==> config.mk <==
export PLATFORM = sky130hd
export DESIGN_NAME = idxseq_top
export DESIGN_NICKNAME = d
export VERILOG_FILES = /design/src/rtl/idxseq_pkg.sv /design/src/rtl/idxseq_tcount.sv /design/src/rtl/idxseq_ctrl.sv /design/src/rtl/idxseq_addr.sv /design/src/rtl/idxseq_top.sv
export SDC_FILE = /design/constraint.sdc
export NUM_CORES = 1
export LEC_CHECK = 0
export CORE_ASPECT_RATIO = 1.4
export CORE_MARGIN = 3
export CORE_UTILIZATION = 40
export DETAILED_ROUTE_END_ITERATION = 7
export PLACE_DENSITY_LB_ADDON = 0.1
export SYNTH_ARGS = -nofsm -noshare
export SYNTH_HDL_FRONTEND = slang
export SYNTH_SLANG_ARGS = --single-unit
export TNS_END_PERCENT = 30
==> constraint.sdc <==
create_clock -name clk -period 5.6 [get_ports clk]
set_clock_uncertainty 0.15 [all_clocks]
set_input_delay 1.12 -clock clk [delete_from_list [all_inputs] [get_ports clk]]
set_output_delay 1.12 -clock clk [all_outputs]
set_load 0.005 [all_outputs]
==> src/rtl/idxseq_pkg.sv <==
package idxseq_pkg;
  typedef enum logic [2:0] {
    MC_FETCH  = 3'd0,
    MC_FETCH2 = 3'd1,
    MC_DISP   = 3'd2,
    MC_ADD    = 3'd3,
    MC_RD     = 3'd4,
    MC_WR     = 3'd5
  } mcyc_e;

  typedef enum logic [1:0] {
    SEL_PC   = 2'd0,
    SEL_PAIR = 2'd1,
    SEL_EA   = 2'd2,
    SEL_NONE = 2'd3
  } asel_e;

  localparam logic [7:0] PFX_MASK = 8'hDF;
  localparam logic [7:0] PFX_CODE = 8'hDD;
  localparam logic [7:0] OP_RMW   = 8'h34;
  localparam int         PFX_YBIT = 5;
endpackage

==> src/rtl/idxseq_tcount.sv <==
module idxseq_tcount #(
  parameter int TW = 3
) (
  input  logic          clk,
  input  logic          rst_n,
  input  logic [TW-1:0] len,
  input  logic          hold,
  output logic [TW-1:0] tcnt,
  output logic          last
);
  assign last = (tcnt == len - TW'(1));

  always_ff @(posedge clk) begin
    if (!rst_n)          tcnt <= '0;
    else if (hold)       tcnt <= tcnt;
    else if (last)       tcnt <= '0;
    else                 tcnt <= tcnt + TW'(1);
  end
endmodule

==> src/rtl/idxseq_ctrl.sv <==
module idxseq_ctrl
  import idxseq_pkg::*;
#(
  parameter int DW = 8,
  parameter int TW = 3
) (
  input  logic          clk,
  input  logic          rst_n,
  input  logic [DW-1:0] din,
  input  logic          wait_n,
  input  logic [TW-1:0] tcnt,
  input  logic          last,
  output mcyc_e         cyc,
  output logic [TW-1:0] len,
  output logic          hold,
  output logic          done,
  output logic          pfx,
  output logic          use_iy,
  output logic          ea_ld,
  output logic [DW-1:0] disp,
  output logic [DW-1:0] operand
);
  logic rmw;
  logic cyc_end;
  logic is_pfx;

  assign is_pfx  = ((din & DW'(PFX_MASK)) == DW'(PFX_CODE));
  assign hold    = (cyc != MC_ADD) && (tcnt == TW'(1)) && !wait_n;
  assign cyc_end = last && !hold;
  assign ea_ld   = cyc_end && (cyc == MC_ADD);
  assign done    = cyc_end && ((cyc == MC_WR) || ((cyc == MC_RD) && !rmw));

  always_comb begin
    case (cyc)
      MC_FETCH, MC_FETCH2: len = TW'(4);
      MC_DISP:             len = TW'(3);
      MC_ADD:              len = TW'(5);
      MC_RD:               len = rmw ? TW'(4) : TW'(3);
      default:             len = TW'(3);
    endcase
  end

  always_ff @(posedge clk) begin
    if (!rst_n) begin
      cyc     <= MC_FETCH;
      pfx     <= 1'b0;
      use_iy  <= 1'b0;
      rmw     <= 1'b0;
      disp    <= '0;
      operand <= '0;
    end else if (cyc_end) begin
      case (cyc)
        MC_FETCH: begin
          if (is_pfx) begin
            pfx    <= 1'b1;
            use_iy <= din[PFX_YBIT];
            cyc    <= MC_FETCH2;
          end else begin
            pfx    <= 1'b0;
            rmw    <= (din == DW'(OP_RMW));
            cyc    <= MC_RD;
          end
        end
        MC_FETCH2: begin
          rmw <= (din == DW'(OP_RMW));
          cyc <= MC_DISP;
        end
        MC_DISP: begin
          disp <= din;
          cyc  <= MC_ADD;
        end
        MC_ADD: cyc <= MC_RD;
        MC_RD: begin
          operand <= din;
          cyc     <= rmw ? MC_WR : MC_FETCH;
        end
        default: cyc <= MC_FETCH;
      endcase
    end
  end
endmodule

==> src/rtl/idxseq_addr.sv <==
module idxseq_addr #(
  parameter int AW = 16,
  parameter int DW = 8
) (
  input  logic          clk,
  input  logic          rst_n,
  input  logic          ld,
  input  logic [AW-1:0] base,
  input  logic [DW-1:0] disp,
  output logic [AW-1:0] ea
);
  localparam int EXT = AW - DW;
  logic [AW-1:0] disp_sx;

  generate
    if (EXT > 0) begin : g_ext
      assign disp_sx = {{EXT{disp[DW-1]}}, disp};
    end else begin : g_noext
      assign disp_sx = disp[AW-1:0];
    end
  endgenerate

  always_ff @(posedge clk) begin
    if (!rst_n)  ea <= '0;
    else if (ld) ea <= base + disp_sx;
  end
endmodule

==> src/rtl/idxseq_top.sv <==
module idxseq_top
  import idxseq_pkg::*;
#(
  parameter int AW = 16,
  parameter int DW = 8,
  parameter int TW = 3
) (
  input  logic          clk,
  input  logic          rst_n,
  input  logic [DW-1:0] din,
  input  logic          wait_n,
  input  logic [AW-1:0] pair_addr,
  input  logic [AW-1:0] idx_x,
  input  logic [AW-1:0] idx_y,
  output logic          m1,
  output logic          mem_rd,
  output logic          mem_wr,
  output logic          int_cyc,
  output logic [1:0]    addr_sel,
  output logic [AW-1:0] op_addr,
  output logic [DW-1:0] wdata,
  output logic          done
);
  mcyc_e         cyc;
  logic [TW-1:0] len, tcnt;
  logic          last, hold, pfx, use_iy, ea_ld;
  logic [DW-1:0] disp, operand;
  logic [AW-1:0] ea;
  asel_e         sel;

  idxseq_tcount #(.TW(TW)) u_tcnt (
    .clk(clk), .rst_n(rst_n), .len(len), .hold(hold), .tcnt(tcnt), .last(last)
  );

  idxseq_ctrl #(.DW(DW), .TW(TW)) u_ctrl (
    .clk(clk), .rst_n(rst_n), .din(din), .wait_n(wait_n), .tcnt(tcnt),
    .last(last), .cyc(cyc), .len(len), .hold(hold), .done(done), .pfx(pfx),
    .use_iy(use_iy), .ea_ld(ea_ld), .disp(disp), .operand(operand)
  );

  idxseq_addr #(.AW(AW), .DW(DW)) u_addr (
    .clk(clk), .rst_n(rst_n), .ld(ea_ld), .base(use_iy ? idx_y : idx_x),
    .disp(disp), .ea(ea)
  );

  always_comb begin
    case (cyc)
      MC_FETCH, MC_FETCH2, MC_DISP: sel = SEL_PC;
      MC_ADD:                       sel = SEL_NONE;
      default:                      sel = pfx ? SEL_EA : SEL_PAIR;
    endcase
  end

  assign m1       = (cyc == MC_FETCH) || (cyc == MC_FETCH2);
  assign mem_rd   = (cyc == MC_DISP) || (cyc == MC_RD);
  assign mem_wr   = (cyc == MC_WR);
  assign int_cyc  = (cyc == MC_ADD);
  assign addr_sel = sel;
  assign op_addr  = pfx ? ea : pair_addr;
  assign wdata    = operand + DW'(1);
endmodule

=== Word level (Yosys, flattened, before mapping) ===
Index checks and enable logic that the tools add are counted.

* $add $sub $neg: 4
* Equality and inequality tests: 11
* Mux-type cells: 13
* Reduce and logical (&&, ||, !) cells: 21

{| class="wikitable"
|+ Operators by type and width
! operator !! number
|-
| 2-to-1 mux 16 bit || 2
|-
| adder 16 bit || 1
|-
| case mux 3 bit (5 select lines) || 1
|-
| 2-to-1 mux 3 bit || 4
|-
| case mux 3 bit (3 select lines) || 1
|-
| adder 8 x 1 -> 8 bit (second input constant) || 1
|-
| == test 8 x 6 -> 1 bit (second input constant) || 1
|-
| == test 7 bit (second input constant) || 1
|-
| == test 3 x 1 -> 1 bit (second input constant) || 2
|-
| == test 3 x 2 -> 1 bit (second input constant) || 2
|-
| == test 3 bit (second input constant) || 2
|-
| logical AND 1 bit || 6
|-
| AND reduction 2 bit || 3
|-
| AND reduction 3 bit || 2
|-
| case mux 2 bit (2 select lines) || 1
|-
| adder 3 x 1 -> 3 bit (second input constant) || 1
|-
| == test 3 bit || 1
|-
| logical NOT 1 bit || 3
|-
| logical NOT 3 bit || 1
|-
| logical OR 1 bit || 3
|-
| != test 3 x 2 -> 1 bit (second input constant) || 1
|-
| OR reduction 3 bit || 1
|-
| subtractor 3 x 1 -> 3 bit (second input constant) || 1
|-
| 2-to-1 mux 1 bit || 2
|-
| other kinds (5) || 5
|}

* Register bits: 41
* Input port bits: 59
* Output and inout port bits: 31
* Logic and storage cells: 57

=== Longest topological paths before layout ===
* Depth in word-level cells: 7
* Depth in mapped cells: 11
* Mapped depth without buffers: 10

=== Hierarchy ===
A second synthesis with hierarchy kept.

* Cells, all modules: 370
* Area, all modules: 3,326.9 µm²

{| class="wikitable"
|+ Modules (own cells, without submodules)
! module !! instances !! cells each !! area an instance (µm²) !! seq. area each (µm²)
|-
| idxseq_addr || 1 || 168 || 1,368.8 || 320.3
|-
| idxseq_ctrl || 1 || 113 || 1,092.3 || 440.4
|-
| idxseq_top || 1 || 63 || 651.9 || 0.0
|-
| idxseq_tcount || 1 || 26 || 214.0 || 60.1
|}

=== Worst setup path after synthesis ===
OpenSTA, ideal clock, no wires.

* Path kind: flip-flop to output port
* From: reg u_ctrl.cyc[0]
* To: out done
* Arrival time: 1.989 ns
* Data required time: 4.330 ns
* Setup slack: 2.341 ns
* Stages on the path, launching flop included: 9
* Path buffers: 1
* Cells stage by stage: dfxtp_1 > nand2b_1 > a21boi_4 > ha_1 > xor2_1 > xnor2_4 > nand4_4 > buf_6 > nor3b_1

* Longest elaborated chain between the ends: 7
* Elaborated cells on any way between the ends: 17
* Classes of those cells: add/sub (1); eq/ne (6); mux (1); reduce/logical (9)

{| class="wikitable"
|+ RTL lines
! element !! RTL line !! text
|-
| start, declared || idxseq_ctrl.sv:13 || <nowiki>output mcyc_e cyc,</nowiki>
|-
| start signal, assigned || idxseq_ctrl.sv:75 || <nowiki>cyc <= rmw ? MC_WR : MC_FETCH;</nowiki>
|-
| == test 3 x 1 -> 1 bit / logical NOT 3 bit (equally long branches) || idxseq_ctrl.sv:34 || <nowiki>case (cyc)</nowiki>
|-
| OR reduction 2 bit || idxseq_ctrl.sv:34 ||
|-
| case mux 3 bit (3 select lines) || idxseq_ctrl.sv:34 ||
|-
| subtractor 3 x 1 -> 3 bit || idxseq_tcount.sv:11 || <nowiki>assign last = (tcnt == len - TW'(1));</nowiki>
|-
| == test 3 bit || idxseq_tcount.sv:11 ||
|-
| logical AND 1 bit || idxseq_ctrl.sv:29 || <nowiki>assign cyc_end = last && !hold;</nowiki>
|-
| logical AND 1 bit (*) || idxseq_ctrl.sv:31 || <nowiki>assign done = cyc_end && ((cyc == MC_WR) || ((cyc == MC_RD) && !rmw));</nowiki>
|-
| end, declared || idxseq_top.sv:22 || <nowiki>output logic done</nowiki>
|}

Every way passes the cells marked *; elsewhere a longest branch is shown, timed or not.

=== Worst setup path after layout ===
Same ends and word-level chain as after synthesis.

==> metrics.cfg <==
[outcome]
status = complete, no violations

[clock_network]
cts_buffers = 5
clockRootBuffer = clkbuf_8
cts_max_path_buffers = 2
cts_resized = 0
clk_latency_ps = 290
path_clk_slew_ps = 90
cts_tree = built
hold_buffers = 0
cts_sinks = 41
cts_htree_levels = 2
post-cts-setup-buffers = 0

[route]
routed_wirelength_mm = 7.54
drt_iter0_markers = 136
drc_errors = 0
viasPerCell = 5.19
wl_per_cell_um = 14.1
vias = 2766
firstDrtPassIters = 4
ant_nets = 0

[yosys]
yosysSeqAreaShare_pct = 27.0
synth_fa_ha_area_share_pct = 8.48
synthMuxAreaShare_pct = 17.4
ys.flop_type = dfxtp_1
synth_seq_cells = 41
synthDistinctLibCells = 55
netlist_area_mm2 = 0.00304
ys_top_cells_by_area = dfxtp_1 27%, mux2_2 11%, ha_1 7.8%
yosysWarnings = 0
syn_nets = 432
synth-edff-count = 0
avgSynthCellArea_um2 = 8.61
yosys.area_share.simple_pct = 20.4
synthCells = 353
synth_top_cell_by_area = dfxtp_1
async_flop_share_pct = 0
synthXorXnorAreaFrac_pct = 7.49
synth_top_area_share_pct = 27.0
synth_compound_area_share_pct = 15.2
synth_top_family_by_area = simple AND/OR/NAND/NOR gates

[worst_hold_path]
hp-class = register to register

[layout]
final_common_cell = clkdlybuf4s50_1
layout_common_cells = 89 x clkdlybuf4s50_1, 61 x nand2_1, 41 x dfxtp_1
area_growth_pct = 35.8
final_nets = 514
fill_cells = 695
n_antenna_cell = 0
drive_above_1_share_pct = 12.2

[timing]
post-route-period-util_pct = 79.1
setup_violations = 0
max_freq_mhz = 226
worst_slew_pin_slew_ps = 806
rsz0062_at_grt = false
fin_tns_setup_ps = 0
final-hold-violation-count = 0
max-slew-margin-rel_pct = 46.2
finalCriticalPeriod_ps = 4430
slew_violations = 0

[placement]
dp_hpwl_mm = 5.94
place.gp.congestion = 0.896
numPortBuffers = 89

[die]
dieArea_mm2 = 0.00870
die_w_um = 79.7
rows = 37
die_h_um = 109
initial_core_util_pct = 41.3
ioPinCount = 90
core_area_mm2 = 0.00736

[power]
p_leak_nw = 1.53
ir_drop_uv = 121
finalPower_uw = 894
power.density_mw_per_mm2 = 217

[global_route]
track_usage_pct = 17.8
grt_pass1_vias = 2738
antenna_found_initial = 0
grt_max_degree = 45
grt_pass1_wl_mm = 12.4
grt_overflow = 0

[setup_path]
cp.required_ps = 4330
arrival_ps = 3160
regToRegStartpoint = u_ctrl.cyc[0]
timing.rr.end = u_ctrl.disp[4]
reg2reg_depth = 8
regToRegSetupSlack_ps = 2540
crit_path_start = u_ctrl.cyc[0]
critPathKind = register to primary output
critPathCapture = done
startpoint_type = register
end_kind = primary output
worstPathMaxFanout = 14

[run]
drv_cap = 0

## sequential cells by signal (all words and copies together) (netlist names)
signal / flops
u_ctrl.operand: 8
u_ctrl.use_iy: 1
u_tcnt.tcnt: 3
u_ctrl.pfx: 1
u_ctrl.cyc: 3
u_addr.ea: 16
u_ctrl.disp: 8
u_ctrl.rmw: 1
## critical path, cell delays in order, from the launching register on
cell and delay, ps:
dfxtp_1 580, nand2b_4 240, a21boi_4 260, ha_1 200
xor2_1 330, xnor2_4 190, nand4_4 280, nor3b_1 260
clkdlybuf4s50_1 530
## report_power, final
group,leakage [nW],switching [mW],internal [mW]
combinational,1.13,0.128,0.143
clock,0.0687,0.113,0.180
sequential,0.331,0.0281,0.303
## area by class of cell
cell class / instances / area (um2) / area share, %
multi-input cells: 284 / 2100 / 50.8
clock inverters: 3 / 68.8 / 1.67
repair buffers: 91 / 906 / 21.9
clock buffers: 5 / 68.8 / 1.67
inverters: 12 / 45.0 / 1.09
flip-flops and latches: 41 / 821 / 19.9
well taps: 97 / 121 / 2.94
## layer usage
layer  vias up  GRT usage [%]  part of all wire, %
li1       1425              -                    -
met1      1251           19.7                   40
met2        79           34.1                   54
met3        11           2.73                  4.5
met4         0           5.90                  2.0
met5         -              0                    0
## Yosys cell counts, drive strengths merged (3+ instances only)
library cell and number:
dfxtp 41, xnor2 17, mux2i 19, buf 7
and3 4, nor3 4, nand3 21, mux2 30
a211oi 3, nor2 13, o21ai 14, a21oi 25
inv 12, clkbuf 9, nand2 61, ha 19
a21o 4, o211ai 6, xor2 6, nand2b 6
a31oi 3
## cells by family after synthesis
kind of cell / after synthesis
multiplexers: 49
XOR/XNOR: 23
AND/OR/NAND/NOR: 122
flip-flops: 41
adder cells (fa/ha/maj): 20
buffers and inverters: 28
AO/OA/AOI/OAI: 70
## metrics by stage
step                utilization [%]  hold WS, ps  setup WS [ps]  instances  area, um2
CTS                            56.1          313           1150        533       4130
global placement               54.2          294           1540        525       3990
finish                         56.1          309           1170        533       4130
floorplan                         -          278           2340        353       3040
global route                   56.1          328            918        533       4130
detailed placement             54.2          300           1500        525       3990
## how the worst min path moves through the flow
stage | from | endpoint | slack [ps] | cells past startpoint
floorplan | u_addr.ea[4] | u_addr.ea[4] | 280 | 2
global placement | u_addr.ea[4] | u_addr.ea[4] | 290 | 2
detailed placement | u_addr.ea[6] | u_addr.ea[6] | 300 | 2
CTS | u_addr.ea[4] | u_addr.ea[4] | 310 | 2
global route | u_addr.ea[5] | u_addr.ea[5] | 330 | 2
finish | u_addr.ea[7] | u_addr.ea[7] | 310 | 2
No activity file was read; power rests on OpenSTA's default activity.
